==> config.mk <==
export PLATFORM = sky130hd
export DESIGN_NAME = sc_char_tx
export DESIGN_NICKNAME = d
export VERILOG_FILES = /design/src/rtl/sc_tx_pkg.sv /design/src/rtl/sc_etu_tick.sv /design/src/rtl/sc_frame_gen.sv /design/src/rtl/sc_char_tx.sv
export SDC_FILE = /design/constraint.sdc
export NUM_CORES = 1
export LEC_CHECK = 0
export ABC_AREA = 1
export CORE_AREA = 10 10 100 102
export CTS_CLUSTER_SIZE = 16
export DETAILED_ROUTE_END_ITERATION = 7
export DIE_AREA = 0 0 110 112
export PLACE_DENSITY_LB_ADDON = 0.05
export SYNTH_ARGS = -nofsm -noshare
export SYNTH_HDL_FRONTEND = slang
export SYNTH_HIERARCHICAL = 1
export SYNTH_SLANG_ARGS = --single-unit
==> constraint.sdc <==
create_clock -name clk -period 2.9 [get_ports clk]
set_clock_uncertainty 0.05 [all_clocks]
set_input_delay 0.435 -clock clk [delete_from_list [all_inputs] [get_ports clk]]
set_output_delay 0.435 -clock clk [all_outputs]
set_load 0.01 [all_outputs]
==> src/rtl/sc_tx_pkg.sv <==
package sc_tx_pkg;

  typedef enum logic {
    ORDER_LSB = 1'b0,
    ORDER_MSB = 1'b1
  } bit_order_e;

  // value of the parity bit that makes the ones count even
  function automatic logic even_fill(input logic [63:0] word, input int unsigned width);
    logic acc;
    acc = 1'b0;
    for (int i = 0; i < 64; i++) begin
      if (i < width) acc = acc ^ word[i];
    end
    return acc;
  endfunction

endpackage

==> src/rtl/sc_etu_tick.sv <==
// Half-etu strobe: pulses once every etu_cycles/2 clocks while run is high.
module sc_etu_tick #(
  parameter int ETU_W = 8
) (
  input  logic             clk,
  input  logic             rst,
  input  logic             run,
  input  logic [ETU_W-1:0] etu_cycles,
  output logic             tick
);
  localparam logic [ETU_W-1:0] ONE = ETU_W'(1);

  logic [ETU_W-1:0] cyc;
  logic [ETU_W-1:0] half_len;

  always_comb begin
    half_len = etu_cycles >> 1;
    tick     = run && (cyc == half_len - ONE);
  end

  always_ff @(posedge clk) begin
    if (rst || !run || tick) cyc <= '0;
    else                     cyc <= cyc + ONE;
  end
endmodule

==> src/rtl/sc_frame_gen.sv <==
// Maps a bit slot (half-etu position / 2) and the shift register to the
// pull-down request for that slot.
module sc_frame_gen #(
  parameter int DATA_W = 8,
  parameter int SW     = 4
) (
  input  logic [SW-1:0]     slot,
  input  logic [DATA_W-1:0] shreg,
  input  logic              msb_first,
  output logic              pull
);
  import sc_tx_pkg::*;

  localparam logic [SW-1:0] PAR_SLOT = SW'(DATA_W + 1);

  logic [DATA_W-1:0] reversed;
  logic [DATA_W-1:0] ordered;
  logic [DATA_W-1:0] hit;
  logic              data_bit;
  logic              par_bit;

  for (genvar g = 0; g < DATA_W; g++) begin : g_bits
    localparam logic [SW-1:0] SLOT_G = SW'(g + 1);
    assign reversed[g] = shreg[DATA_W-1-g];
    assign hit[g]      = (slot == SLOT_G);
  end

  always_comb begin
    ordered  = (bit_order_e'(msb_first) == ORDER_MSB) ? reversed : shreg;
    data_bit = |(hit & ordered);
    par_bit  = even_fill(64'(shreg), DATA_W);
    if (slot == '0)           pull = 1'b1;
    else if (|hit)            pull = !data_bit;
    else if (slot == PAR_SLOT) pull = !par_bit;
    else                      pull = 1'b0;
  end
endmodule

==> src/rtl/sc_char_tx.sv <==
module sc_char_tx #(
  parameter int DATA_W = 8,
  parameter int ETU_W  = 8
) (
  input  logic              clk,
  input  logic              rst,
  input  logic [ETU_W-1:0]  etu_cycles,
  input  logic              msb_first,
  input  logic              guard_mode,
  input  logic              wr_en,
  input  logic [DATA_W-1:0] wr_data,
  input  logic              err_clr,
  input  logic              io_line,
  output logic              io_pull_low,
  output logic              busy,
  output logic              tdr_empty,
  output logic              txi,
  output logic              tend,
  output logic              tei,
  output logic              ers
);
  localparam int HP_MAX = 2 * (DATA_W + 5);
  localparam int HP_W   = $clog2(HP_MAX + 1);
  localparam logic [HP_W-1:0] HP_ONE     = HP_W'(1);
  localparam logic [HP_W-1:0] HP_SAMPLE  = HP_W'(2 * (DATA_W + 2) + 1);
  localparam logic [HP_W-1:0] HP_TEND_G1 = HP_W'(2 * (DATA_W + 3));
  localparam logic [HP_W-1:0] HP_END_G1  = HP_W'(2 * (DATA_W + 4));
  localparam logic [HP_W-1:0] HP_TEND_G0 = HP_W'(2 * (DATA_W + 4) + 1);
  localparam logic [HP_W-1:0] HP_END_LNG = HP_W'(HP_MAX);

  logic [HP_W-1:0]   hp, hp_inc, hp_n, end_pt, tend_pt;
  logic [DATA_W-1:0] tdr, tsr, tsr_n;
  logic              tdr_full, err_char;
  logic              tick, stepping, at_end, load, again, busy_n;
  logic              sample_now, tend_now, pull_n;

  sc_etu_tick #(.ETU_W(ETU_W)) u_tick (
    .clk        (clk),
    .rst        (rst),
    .run        (busy),
    .etu_cycles (etu_cycles),
    .tick       (tick)
  );

  always_comb begin
    hp_inc     = hp + HP_ONE;
    stepping   = busy && tick;
    end_pt     = (err_char || !guard_mode) ? HP_END_LNG : HP_END_G1;
    tend_pt    = guard_mode ? HP_TEND_G1 : HP_TEND_G0;
    at_end     = stepping && (hp_inc == end_pt);
    load       = tdr_full && (!busy || (at_end && !err_char));
    again      = at_end && err_char;
    busy_n     = load || again || (busy && !at_end);
    hp_n       = (load || again) ? '0 : (stepping ? hp_inc : hp);
    tsr_n      = load ? tdr : tsr;
    sample_now = stepping && (hp_inc == HP_SAMPLE);
    tend_now   = stepping && (hp_inc == tend_pt) && !err_char && !tdr_full;
  end

  sc_frame_gen #(.DATA_W(DATA_W), .SW(HP_W-1)) u_frame (
    .slot      (hp_n[HP_W-1:1]),
    .shreg     (tsr_n),
    .msb_first (msb_first),
    .pull      (pull_n)
  );

  always_ff @(posedge clk) begin
    if (rst) begin
      busy        <= 1'b0;
      hp          <= '0;
      tsr         <= '0;
      tdr         <= '0;
      tdr_full    <= 1'b0;
      err_char    <= 1'b0;
      io_pull_low <= 1'b0;
      txi         <= 1'b0;
      tend        <= 1'b1;
      tei         <= 1'b0;
      ers         <= 1'b0;
    end else begin
      busy        <= busy_n;
      hp          <= hp_n;
      tsr         <= tsr_n;
      io_pull_low <= busy_n && pull_n;
      txi         <= load;
      tei         <= tend_now;
      if (load || again)   err_char <= 1'b0;
      else if (sample_now) err_char <= !io_line;
      if (wr_en)     tdr_full <= 1'b1;
      else if (load) tdr_full <= 1'b0;
      if (wr_en) tdr <= wr_data;
      if (wr_en)         tend <= 1'b0;
      else if (tend_now) tend <= 1'b1;
      if (sample_now && !io_line) ers <= 1'b1;
      else if (err_clr)           ers <= 1'b0;
    end
  end

  assign tdr_empty = !tdr_full;
endmodule

==> results.json <==
{
  "cts_tree": "yes",
  "layout_common_cells": "92 x nand2_1, 57 x nor2_1, 50 x inv_1",
  "async_flop_share_pct": 0,
  "min_period_ps": 2880,
  "cap_violations": 0,
  "status": "finished clean",
  "drive_above_1_share_pct": 27.3,
  "design_area_mm2": 0.00334,
  "track_usage_pct": 10.3,
  "switchingPower_w": 0.000372,
  "arrival_ps": 3060,
  "leakage_nw": 1.57,
  "slew_violations": 0,
  "synthMuxAreaShare_pct": 0.425,
  "clock_tree.buffer_depth": 2,
  "syn_to_final_growth_pct": 42.0,
  "synth_area_mm2": 0.00235,
  "internal_power_w": 0.000927,
  "clk_latency_ps": 290,
  "dpl_worst_slack_ps": -818,
  "avgRoutedWirePerCell_um": 11.2,
  "totalWireLength_mm": 6.34,
  "dp_hpwl_mm": 4.83,
  "switching_share_pct": 28.6,
  "diodes": 0,
  "syn_nets": 413,
  "ys_seq_elements": 37,
  "cpMaxStageDelayCell": "or2_2",
  "grt_max_degree": 19,
  "cts_sinks": 37,
  "port_buffers": 28,
  "h-tree-depth": 2,
  "die_x_um": 110,
  "root_buffer": "clkbuf_8",
  "final_antenna_net_count": 0,
  "rows": 33,
  "p_seq_share_pct": 41.5,
  "fmax_mhz": 347,
  "fin_ws_ps": 21.1,
  "slew_headroom_pct": 62.7,
  "path_clk_slew_ps": 80,
  "coreArea_mm2": 0.00805,
  "syn_inst": 386,
  "combPwrFrac_pct": 23.3,
  "critPathTopFamily": "simple AND/OR/NAND/NOR gates",
  "first_iter_violations": 110,
  "mostFrequentLayoutCell": "nand2_1",
  "power.density_mw_per_mm2": 388,
  "critPathKind": "in2reg",
  "gr-total-overflow": 0,
  "first_global_vias": 2354,
  "worstMarginPinSlew_ps": 558,
  "critPathBufInv": 6,
  "synth_edf_count": 0,
  "start_kind": "input port",
  "synth_warnings": 6,
  "grt_pass1_wl_mm": 10.6,
  "nets": 487,
  "ir_worst_vdd_mv": 0.207,
  "final_cells": 566,
  "ys_seq_area_share_pct": 31.5,
  "finalCritPeriodShare_pct": 99.3,
  "initial_core_util_pct": 29.2,
  "synth-adder-area-share_pct": 2.13,
  "synth_compound_area_share_pct": 6.80,
  "die_area_mm2": 0.0123,
  "place_area_mm2": 0.00300,
  "dr.pass1.iters": 4,
  "setup_violations": 0,
  "gp_congestion": 0.785,
  "via_count": 2478,
  "hold_viol": 0,
  "cp_max_fo": 5,
  "vias_per_cell": 4.38,
  "antenna_found_initial": 0,
  "synthFlopType": "dfxtp_1",
  "fin_hold_ws_ps": 414,
  "ys_types": 29,
  "holdBufCountCts": 0,
  "pin_count": 30,
  "power_w": 0.00130,
  "dp.cells": 547,
  "crit_required_ps": 3080,
  "hp-class": "reg2reg",
  "rsz0062_at_grt": "yes",
  "synth-simple-area-share_pct": 41.3,
  "synth_top_family_by_area": "simple AND/OR/NAND/NOR gates",
  "route.detailed.drc": 0,
  "cts_inserted_buffers": 5,
  "cp-end-kind": "register",
  "crit_top_cell": "nand3_2",
  "die_y_um": 112,
  "pwr-share-clk_pct": 35.2,
  "slowest_delay_ps": 300,
  "avgSynthCellArea_um2": 6.10,
  "synth_xor_area_share_pct": 4.46
}
repair_timing:
item,in CTS,in global routing
gates cloned,2,0
endpoints found under the hold margin,0,0
setup endpoints to repair,1,1
setup buffers,5,4
pin swaps,23,35
resized for setup,43,45
final timing paths:
kind                            startpoint  slack (ps)  cells after the start                     end
hold / removal         tdr[3]$_SDFFE_PP0P_         410                      2     tdr[3]$_SDFFE_PP0P_
setup reg to reg  u_tick/cyc[5]$_SDFF_PP0_          60                     27  io_pull_low$_SDFF_PP0_
hold reg to reg        tdr[3]$_SDFFE_PP0P_         410                      2     tdr[3]$_SDFFE_PP0P_
setup / recovery             etu_cycles[1]          20                     28  io_pull_low$_SDFF_PP0_
worst min-delay path, delay by kind of cell, from the launching register on:
family	cells	cell delay [ps]
AOI/OAI and AO/OA	1	60
buffers and inverters	1	60
DFF	1	300
per-stage QoR:
step	TNS [ps]	util [%]
after global routing	-242	41.5
after detailed placement	-3070	37.2
after CTS	0	39.8
after floorplan	0	-
final	0	41.5
after global placement	-2900	37.2
layout make-up:
cell class	count	area, µm²
Fill cell	899	4710
Multi-Input combinational cell	275	1490
Sequential cell	37	743
Timing Repair Buffer	74	608
Inverter	67	256
Tap cell	105	131
Clock buffer	6	72.6
Clock inverter	2	38.8
flip-flops by register name, summed over array words and instances, names as in the netlist:
name / cells
err_char: 1
tdr_full: 1
tsr: 8
tei: 1
tdr: 8
io_pull_low: 1
txi: 1
ers: 1
busy: 1
hp: 5
tend: 1
u_tick/cyc: 8
synthesized netlist by cell type (2+ instances only):
master / number / share of area, %
xor2_1: 8 / 3.0
ha_1: 4 / 2.1
a21oi_1: 16 / 3.4
o21ai_0: 12 / 2.6
buf_6: 3 / 1.4
nand3_1: 30 / 6.4
nor3_1: 2 / 0.43
or2_2: 2 / 0.53
inv_2: 2 / 0.32
inv_1: 65 / 10
nand4_1: 13 / 3.5
dfxtp_1: 37 / 31
xnor2_1: 4 / 1.5
buf_2: 2 / 0.43
nor2_2: 2 / 0.53
clkbuf_1: 2 / 0.32
nand2_2: 3 / 0.80
nor2_1: 63 / 10
nand2_1: 106 / 17
power groups by stage:
stage / Clock (W) / Combinational, W / Sequential [W]
after floorplan: 0 / 0.000154 / 0.000550
after global placement: 0 / 0.000252 / 0.000549
after detailed placement: 0 / 0.000252 / 0.000549
after CTS: 0.000484 / 0.000271 / 0.000538
after global routing: 0.000500 / 0.000341 / 0.000541
final: 0.000458 / 0.000302 / 0.000538
cell families after synthesis:
family          count (synthesis)
compound gates                 30
buf+inv                        75
xor+xnor                       12
flops                          37
simple gates                  227
fa+ha+maj                       4
mux                             1
metal layers:
layer / wire length (µm) / global-route usage [%]
met3: 201 / 2.48
met1: 2990 / 13.0
met4: 70 / 2.86
met5: 0 / 0
met2: 3080 / 16.9
(Power assumes the default switching activity.)
